==> src/rtl/irqc_pkg.sv <==
package irqc_pkg;

  localparam int unsigned ADDR_W_DEF = 5;
  localparam int unsigned DATA_W_DEF = 8;
  localparam int unsigned N_ROLL_DEF = 7;

  localparam logic [ADDR_W_DEF-1:0] ADR_STATUS = 5'h10;
  localparam logic [ADDR_W_DEF-1:0] ADR_MASK   = 5'h11;
  localparam logic [ADDR_W_DEF-1:0] ADR_STBY   = 5'h16;

  typedef enum int unsigned {
    SRC_CMP   = 0,
    SRC_TENTH = 1,
    SRC_SEC   = 2,
    SRC_MIN   = 3,
    SRC_HOUR  = 4,
    SRC_DAY   = 5,
    SRC_WEEK  = 6,
    SRC_MONTH = 7
  } src_e;

endpackage

==> src/rtl/irqc_event.sv <==
module irqc_event #(
  parameter int unsigned N_ROLL = irqc_pkg::N_ROLL_DEF,
  localparam int unsigned N_SRC = N_ROLL + 1
) (
  input  logic             clk,
  input  logic             rst_n,
  input  logic [N_ROLL-1:0] roll_i,
  input  logic             cmp_i,
  input  logic [N_SRC-1:0] mask_i,
  output logic             cmp_rise_o,
  output logic [N_SRC-1:0] ev_o
);

  logic cmp_q;

  function automatic logic [N_SRC-1:0] gate_events(
    input logic [N_ROLL-1:0] roll,
    input logic              rise,
    input logic [N_SRC-1:0]  mask
  );
    return {roll, rise} & mask;
  endfunction

  always_ff @(posedge clk or negedge rst_n) begin
    if (!rst_n) cmp_q <= 1'b0;
    else        cmp_q <= cmp_i;
  end

  assign cmp_rise_o = cmp_i & ~cmp_q;
  assign ev_o       = gate_events(roll_i, cmp_rise_o, mask_i);

endmodule

==> src/rtl/irqc_status.sv <==
module irqc_status #(
  parameter int unsigned N_SRC = irqc_pkg::N_ROLL_DEF + 1
) (
  input  logic             clk,
  input  logic             rst_n,
  input  logic [N_SRC-1:0] ev_i,
  input  logic             rd_active_i,
  output logic             rd_trail_o,
  output logic [N_SRC-1:0] status_o,
  output logic [N_SRC-1:0] pend_o
);

  logic             rd_q;
  logic [N_SRC-1:0] status_q, pend_q;

  function automatic logic [N_SRC-1:0] status_next(
    input logic [N_SRC-1:0] cur,
    input logic [N_SRC-1:0] held,
    input logic [N_SRC-1:0] ev,
    input logic             busy,
    input logic             trail
  );
    if (trail)     return held | ev;
    else if (busy) return cur;
    else           return cur | ev;
  endfunction

  function automatic logic [N_SRC-1:0] pend_next(
    input logic [N_SRC-1:0] held,
    input logic [N_SRC-1:0] ev,
    input logic             busy
  );
    return busy ? (held | ev) : '0;
  endfunction

  assign rd_trail_o = rd_q & ~rd_active_i;

  always_ff @(posedge clk or negedge rst_n) begin
    if (!rst_n) begin
      rd_q     <= 1'b0;
      status_q <= '0;
      pend_q   <= '0;
    end else begin
      rd_q     <= rd_active_i;
      status_q <= status_next(status_q, pend_q, ev_i, rd_active_i, rd_trail_o);
      pend_q   <= pend_next(pend_q, ev_i, rd_active_i);
    end
  end

  assign status_o = status_q;
  assign pend_o   = pend_q;

endmodule

==> src/rtl/irqc_regs.sv <==
module irqc_regs #(
  parameter int unsigned ADDR_W = irqc_pkg::ADDR_W_DEF,
  parameter int unsigned DATA_W = irqc_pkg::DATA_W_DEF,
  parameter int unsigned N_SRC  = irqc_pkg::N_ROLL_DEF + 1,
  parameter logic [ADDR_W-1:0] A_STATUS = irqc_pkg::ADR_STATUS,
  parameter logic [ADDR_W-1:0] A_MASK   = irqc_pkg::ADR_MASK,
  parameter logic [ADDR_W-1:0] A_STBY   = irqc_pkg::ADR_STBY
) (
  input  logic              clk,
  input  logic              rst_n,
  input  logic [ADDR_W-1:0] addr_i,
  input  logic [DATA_W-1:0] wdata_i,
  input  logic              wr_i,
  input  logic              rd_i,
  input  logic [N_SRC-1:0]  status_i,
  output logic [N_SRC-1:0]  mask_o,
  output logic              sten_o,
  output logic              rd_active_o,
  output logic [DATA_W-1:0] rdata_o
);

  logic [N_SRC-1:0] mask_q;
  logic             sten_q;

  function automatic logic [DATA_W-1:0] read_mux(
    input logic [ADDR_W-1:0] a,
    input logic [N_SRC-1:0]  st,
    input logic [N_SRC-1:0]  mk,
    input logic              en
  );
    if (a == A_STATUS)    return DATA_W'(st);
    else if (a == A_MASK) return DATA_W'(mk);
    else if (a == A_STBY) return DATA_W'(en);
    else                  return '0;
  endfunction

  always_ff @(posedge clk or negedge rst_n) begin
    if (!rst_n) begin
      mask_q <= '0;
      sten_q <= 1'b0;
    end else if (wr_i) begin
      if (addr_i == A_MASK) mask_q <= wdata_i[N_SRC-1:0];
      if (addr_i == A_STBY) sten_q <= wdata_i[0];
    end
  end

  assign rd_active_o = rd_i & (addr_i == A_STATUS);
  assign rdata_o     = rd_i ? read_mux(addr_i, status_i, mask_q, sten_q) : '0;
  assign mask_o      = mask_q;
  assign sten_o      = sten_q;

endmodule

==> src/rtl/tick_irq_ctrl.sv <==
module tick_irq_ctrl #(
  parameter int unsigned ADDR_W = irqc_pkg::ADDR_W_DEF,
  parameter int unsigned DATA_W = irqc_pkg::DATA_W_DEF,
  parameter int unsigned N_ROLL = irqc_pkg::N_ROLL_DEF
) (
  input  logic              clk,
  input  logic              rst_n,
  input  logic [N_ROLL-1:0] roll_pulse,
  input  logic              cmp_match,
  input  logic [ADDR_W-1:0] bus_addr,
  input  logic [DATA_W-1:0] bus_wdata,
  input  logic              bus_wr,
  input  logic              bus_rd,
  output logic [DATA_W-1:0] bus_rdata,
  output logic              irq_out,
  output logic              stby_irq_n
);

  localparam int unsigned N_SRC = N_ROLL + 1;

  // named internal events, visible to the bound checker
  logic [N_SRC-1:0] ev_masked;
  logic [N_SRC-1:0] mask_q;
  logic [N_SRC-1:0] status_q;
  logic [N_SRC-1:0] pend_q;
  logic             cmp_rise;
  logic             rd_active;
  logic             rd_trail;
  logic             sten_q;

  irqc_event #(.N_ROLL(N_ROLL)) u_event (
    .clk        (clk),
    .rst_n      (rst_n),
    .roll_i     (roll_pulse),
    .cmp_i      (cmp_match),
    .mask_i     (mask_q),
    .cmp_rise_o (cmp_rise),
    .ev_o       (ev_masked)
  );

  irqc_status #(.N_SRC(N_SRC)) u_status (
    .clk         (clk),
    .rst_n       (rst_n),
    .ev_i        (ev_masked),
    .rd_active_i (rd_active),
    .rd_trail_o  (rd_trail),
    .status_o    (status_q),
    .pend_o      (pend_q)
  );

  irqc_regs #(.ADDR_W(ADDR_W), .DATA_W(DATA_W), .N_SRC(N_SRC)) u_regs (
    .clk         (clk),
    .rst_n       (rst_n),
    .addr_i      (bus_addr),
    .wdata_i     (bus_wdata),
    .wr_i        (bus_wr),
    .rd_i        (bus_rd),
    .status_i    (status_q),
    .mask_o      (mask_q),
    .sten_o      (sten_q),
    .rd_active_o (rd_active),
    .rdata_o     (bus_rdata)
  );

  assign irq_out    = |status_q;
  assign stby_irq_n = ~(sten_q & cmp_match);

endmodule

==> config.mk <==
export PLATFORM = sky130hd
export DESIGN_NAME = tick_irq_ctrl
export DESIGN_NICKNAME = d
export VERILOG_FILES = /design/src/rtl/irqc_pkg.sv /design/src/rtl/irqc_event.sv /design/src/rtl/irqc_status.sv /design/src/rtl/irqc_regs.sv /design/src/rtl/tick_irq_ctrl.sv
export SDC_FILE = /design/constraint.sdc
export NUM_CORES = 1
export LEC_CHECK = 0
export BUFFER_PORTS_ARGS = -buffer_cell sky130_fd_sc_hd__clkbuf_2
export CAP_MARGIN = 40
export CORE_MARGIN = 2
export CORE_UTILIZATION = 42
export DETAILED_ROUTE_END_ITERATION = 12
export GPL_TIMING_DRIVEN = 0
export PLACE_DENSITY = 0.7
export SYNTH_ARGS = -nofsm -noshare
export SYNTH_HDL_FRONTEND = slang
export SYNTH_HIERARCHICAL = 1
export SYNTH_SLANG_ARGS = --single-unit
==> constraint.sdc <==
create_clock -name clk -period 5 [get_ports clk]
set_input_delay 1 -clock clk [delete_from_list [all_inputs] [get_ports clk]]
set_output_delay 1 -clock clk [all_outputs]
set_load 0.02 [all_outputs]
### Word level (Yosys, flattened, before mapping)

Cells that the tools add are included.

* bitwise logic cells: 10
* reductions and logical operators: 3
* multiplexer cells: 7
* eq/ne operators: 4

Operators with widths (count)
* $mux 8: 6
* $or 8x8->8: 2
* $eq 5x5->1 const B: 3
* $and 8x8->8: 1
* $reduce_or 8->1: 1
* $and 1x1->1: 4
* $reduce_and 2->1: 2
* $not 1->1: 3
* $ne 2x2->1 const B: 1
* $mux 1: 1

* bits in registers: 27
* output and inout bits: 10
* input bits: 25
* word-level logic and storage cells: 30

### Logic depth before layout (Yosys ltp)

* depth in word-level cells: 6
* gate-level depth with buffers: 5
* depth with buffers taken out: 4

### Cells and area by module

Netlist, hierarchy kept.

By module, submodules not included
* irqc_status: cells each 61, area an instance 782.0 um2, seq. area each 425.4 um2, instances 1
* irqc_regs: cells each 36, area an instance 516.7 um2, seq. area each 225.2 um2, instances 1
* irqc_event: cells each 10, area an instance 83.8 um2, seq. area each 25.0 um2, instances 1
* tick_irq_ctrl: cells each 4, area an instance 20.0 um2, seq. area each 0.0 um2, instances 1

### Worst setup path after synthesis

OpenSTA, ideal clock, no wires.

* kind: input port to output port
* start point: input bus_addr[3]
* end point: output bus_rdata[1]
* path slack: 1800 ps
* data required time: 4000 ps
* stages on the path: 3
* arrival time: 2200 ps
* path buffers: 0
* cell sequence: nand3b_1 nor4_2 a22o_2

* word-level cells in the longest chain between the ends: 4
* elaborated cells between the ends (all ways): 5
* classes of those cells: eq/ne (2); mux (3)

Ends and longest elaborated chain
* from (decl): line tick_irq_ctrl.sv:10 `input logic [ADDR_W-1:0] bus_addr,`
* $eq 5x5->1: line irqc_regs.sv:32 `else if (a == A_MASK) return DATA_W'(mk);`
* $mux 8: line irqc_regs.sv:32
* $mux 8 *: line irqc_regs.sv:31 `if (a == A_STATUS) return DATA_W'(st);`
* $mux 8 *: line irqc_regs.sv:48 `assign rdata_o = rd_i ? read_mux(addr_i, status_i, mask_q, sten_q) : '0;`
* to (decl): line tick_irq_ctrl.sv:14 `output logic [DATA_W-1:0] bus_rdata,`

Mark *: on every way between the ends. The rest lies on a longest branch, timed or not.

### Worst setup path after layout

* start point: input bus_addr[3]
* end point: output bus_rdata[4]

Same word-level chain as after synthesis.

==> metrics <==
via count 1,030; PortBufs 34; Max-cap violations 0; layout net count 175; Num Clock Sinks 27; register area 676 um2; fin crit share 0.715; internal cell power 314 uW; Pre-antenna DRT Iters 4; CP endpoint kind primary output; post-DR vias/cell about 5.3; Gate power share 0.162; share of layout cells above drive strength 1 0.483; routability cong. 0.756; min-delay worst type register to register; die area 3800 um2; P&R area growth vs syn 18.5%; Pins Over Slew Limit 0; largest net degree at the start of global routing 28; Pwr Total 438 uW; worst skew pair latency 0.32 ns; Routed WL 2910 um; Multi-input gate area 693 um2; GRT busiest layer met2; Rel. slew slack 0.362; H-tree depth 1; synthesis warning total 6; critical path startpoint category primary input; CTS Hold Bufs 0; GRT overflow 0; Switching Share 0.284; worst clock skew 0.00157 ns; GR met2 Demand/Resource 0.314; Final Hold Fails 0; residual DRC count 0; Mapped Area 1400 um2; # diodes 0; DIE HEIGHT 61.7 um; Clock transition at path regs 0.14 ns; VDD IR max 0.000109 V; routing usage on met1 0.214; Arr. time, crit path ~2.6 ns; CTS tree yes; Avg Cell Area, Syn between 10 and 15 um2; Initial Util 0.450; CP Class primary input to primary output; first-pass GRT wire length 4760 um; initial DRC count 26; Psw between 100 and 150 uW; Post-CTS Resized 0; CTS Root Cell clkbuf_4; Seq pwr share 0.621; Rows 20; post-CTS setup buffers 0; antenna violations before repair 0; worst slew pin tran approximately 0.96 ns; Clk pwr share 0.217; status complete, no violations; ANT nets after route 0; Mapped Nets 135; Final Critical Period 3.58 ns; M3 GR Usage 0.0210; Leakage 0.000735 uW; crit path max fanout 7; Die W 61.7 um; CTS Buf Count 3; # IOs 35; f_max roughly 280 MHz; vias in the first global route approximately 1,100; Finished Core Util 0.533; RSZ-0062 raised after global routing false; placeable core area around 3100 um2; Syn Inst Count 110; setup_tns 0 ns; Required @ worst endpoint 4.00 ns; Fill cells 291; Final setup violation count 0; Final HPWL DP slightly above 2000 um; clk buf depth 2; GRT Overall Usage 0.174; Pwr Density roughly 260 nW/um2; WL/cell 15.1 um
[worst max-delay path, cell delays in order]
cell	delay, ns
clkbuf_2	0.09
nand3b_1	0.22
nor4b_2	0.82
a22o_2	0.27
clkbuf_2	0.16
[cell usage in the layout (no fill, tap or decap), types with 4 or more instances in the layout]
cell type,n
clkbuf_4,4
nor3_1,10
nor3_2,4
o21a_1,7
and2_1,7
a22o_2,7
mux2_2,9
nor2b_1,6
dfrtp_1,27
clkbuf_2,34
[through the flow]
stage	worst slack, ns	hold slack, ns	instances	cell area, um2
finish	1.42	0.496	193	1660
global route	1.36	0.524	193	1660
CTS	1.43	0.501	193	1660
detailed placement	1.45	0.468	189	1630
global placement	1.20	0.462	188	1620
floorplan	1.80	0.452	110	1400
[path summary, 6_finish.rpt]
| check | start | endpoint | slack, ns | cells after the start |
|---|---|---|---|---|
| max | bus_addr[3] | bus_rdata[4] | 1.42 | 5 |
| min | u_status/pend_o[5] | u_status/pend_o[5] | 0.50 | 1 |
| max reg2reg | u_status/rd_q | u_status/status_o[4] | 3.85 | 3 |
| min reg2reg | u_status/pend_o[5] | u_status/pend_o[5] | 0.50 | 1 |
| max in group asynchronous | rst_n | u_regs/mask_o[1] | 3.88 | 1 |
| min in group asynchronous | rst_n | u_status/pend_o[2] | 0.69 | 1 |
[routing by layer]
metal	vias up	wire length [um]	part of all wire
met3	2	116	0.040
met2	27	1450	0.50
met5	-	0	0
li1	490	-	-
met1	511	1330	0.46
met4	0	19	0.0065
[registers in the layout (all words and copies together) (netlist names)]
name / count
u_status/rd_q: 1
u_status/pend_o: 8
u_event/cmp_q: 1
u_status/status_o: 8
u_regs/sten_o: 1
u_regs/mask_o: 8
[layout make-up]
class,instances,area share
well taps,44,0.0333
flip-flops and latches,27,0.408
repair buffers,35,0.107
multi-input cells,79,0.419
plain buffers,3,0.0144
clock buffers,4,0.0159
inverters,1,0.00227
[power by group through the flow]
| stage | Clock (uW) | Sequential (uW) | Combinational (uW) |
|---|---|---|---|
| 2_1_floorplan | 0 | 269 | 47.3 |
| 3_3_place_gp | 0 | 275 | 67.7 |
| 3_5_place_dp | 0 | 277 | 71.8 |
| 4_1_cts | 100 | 272 | 72.3 |
| 5_1_grt | 106 | 277 | 79.8 |
| 6_report | 95.0 | 272 | 71.2 |
(Power assumes the default switching activity.)
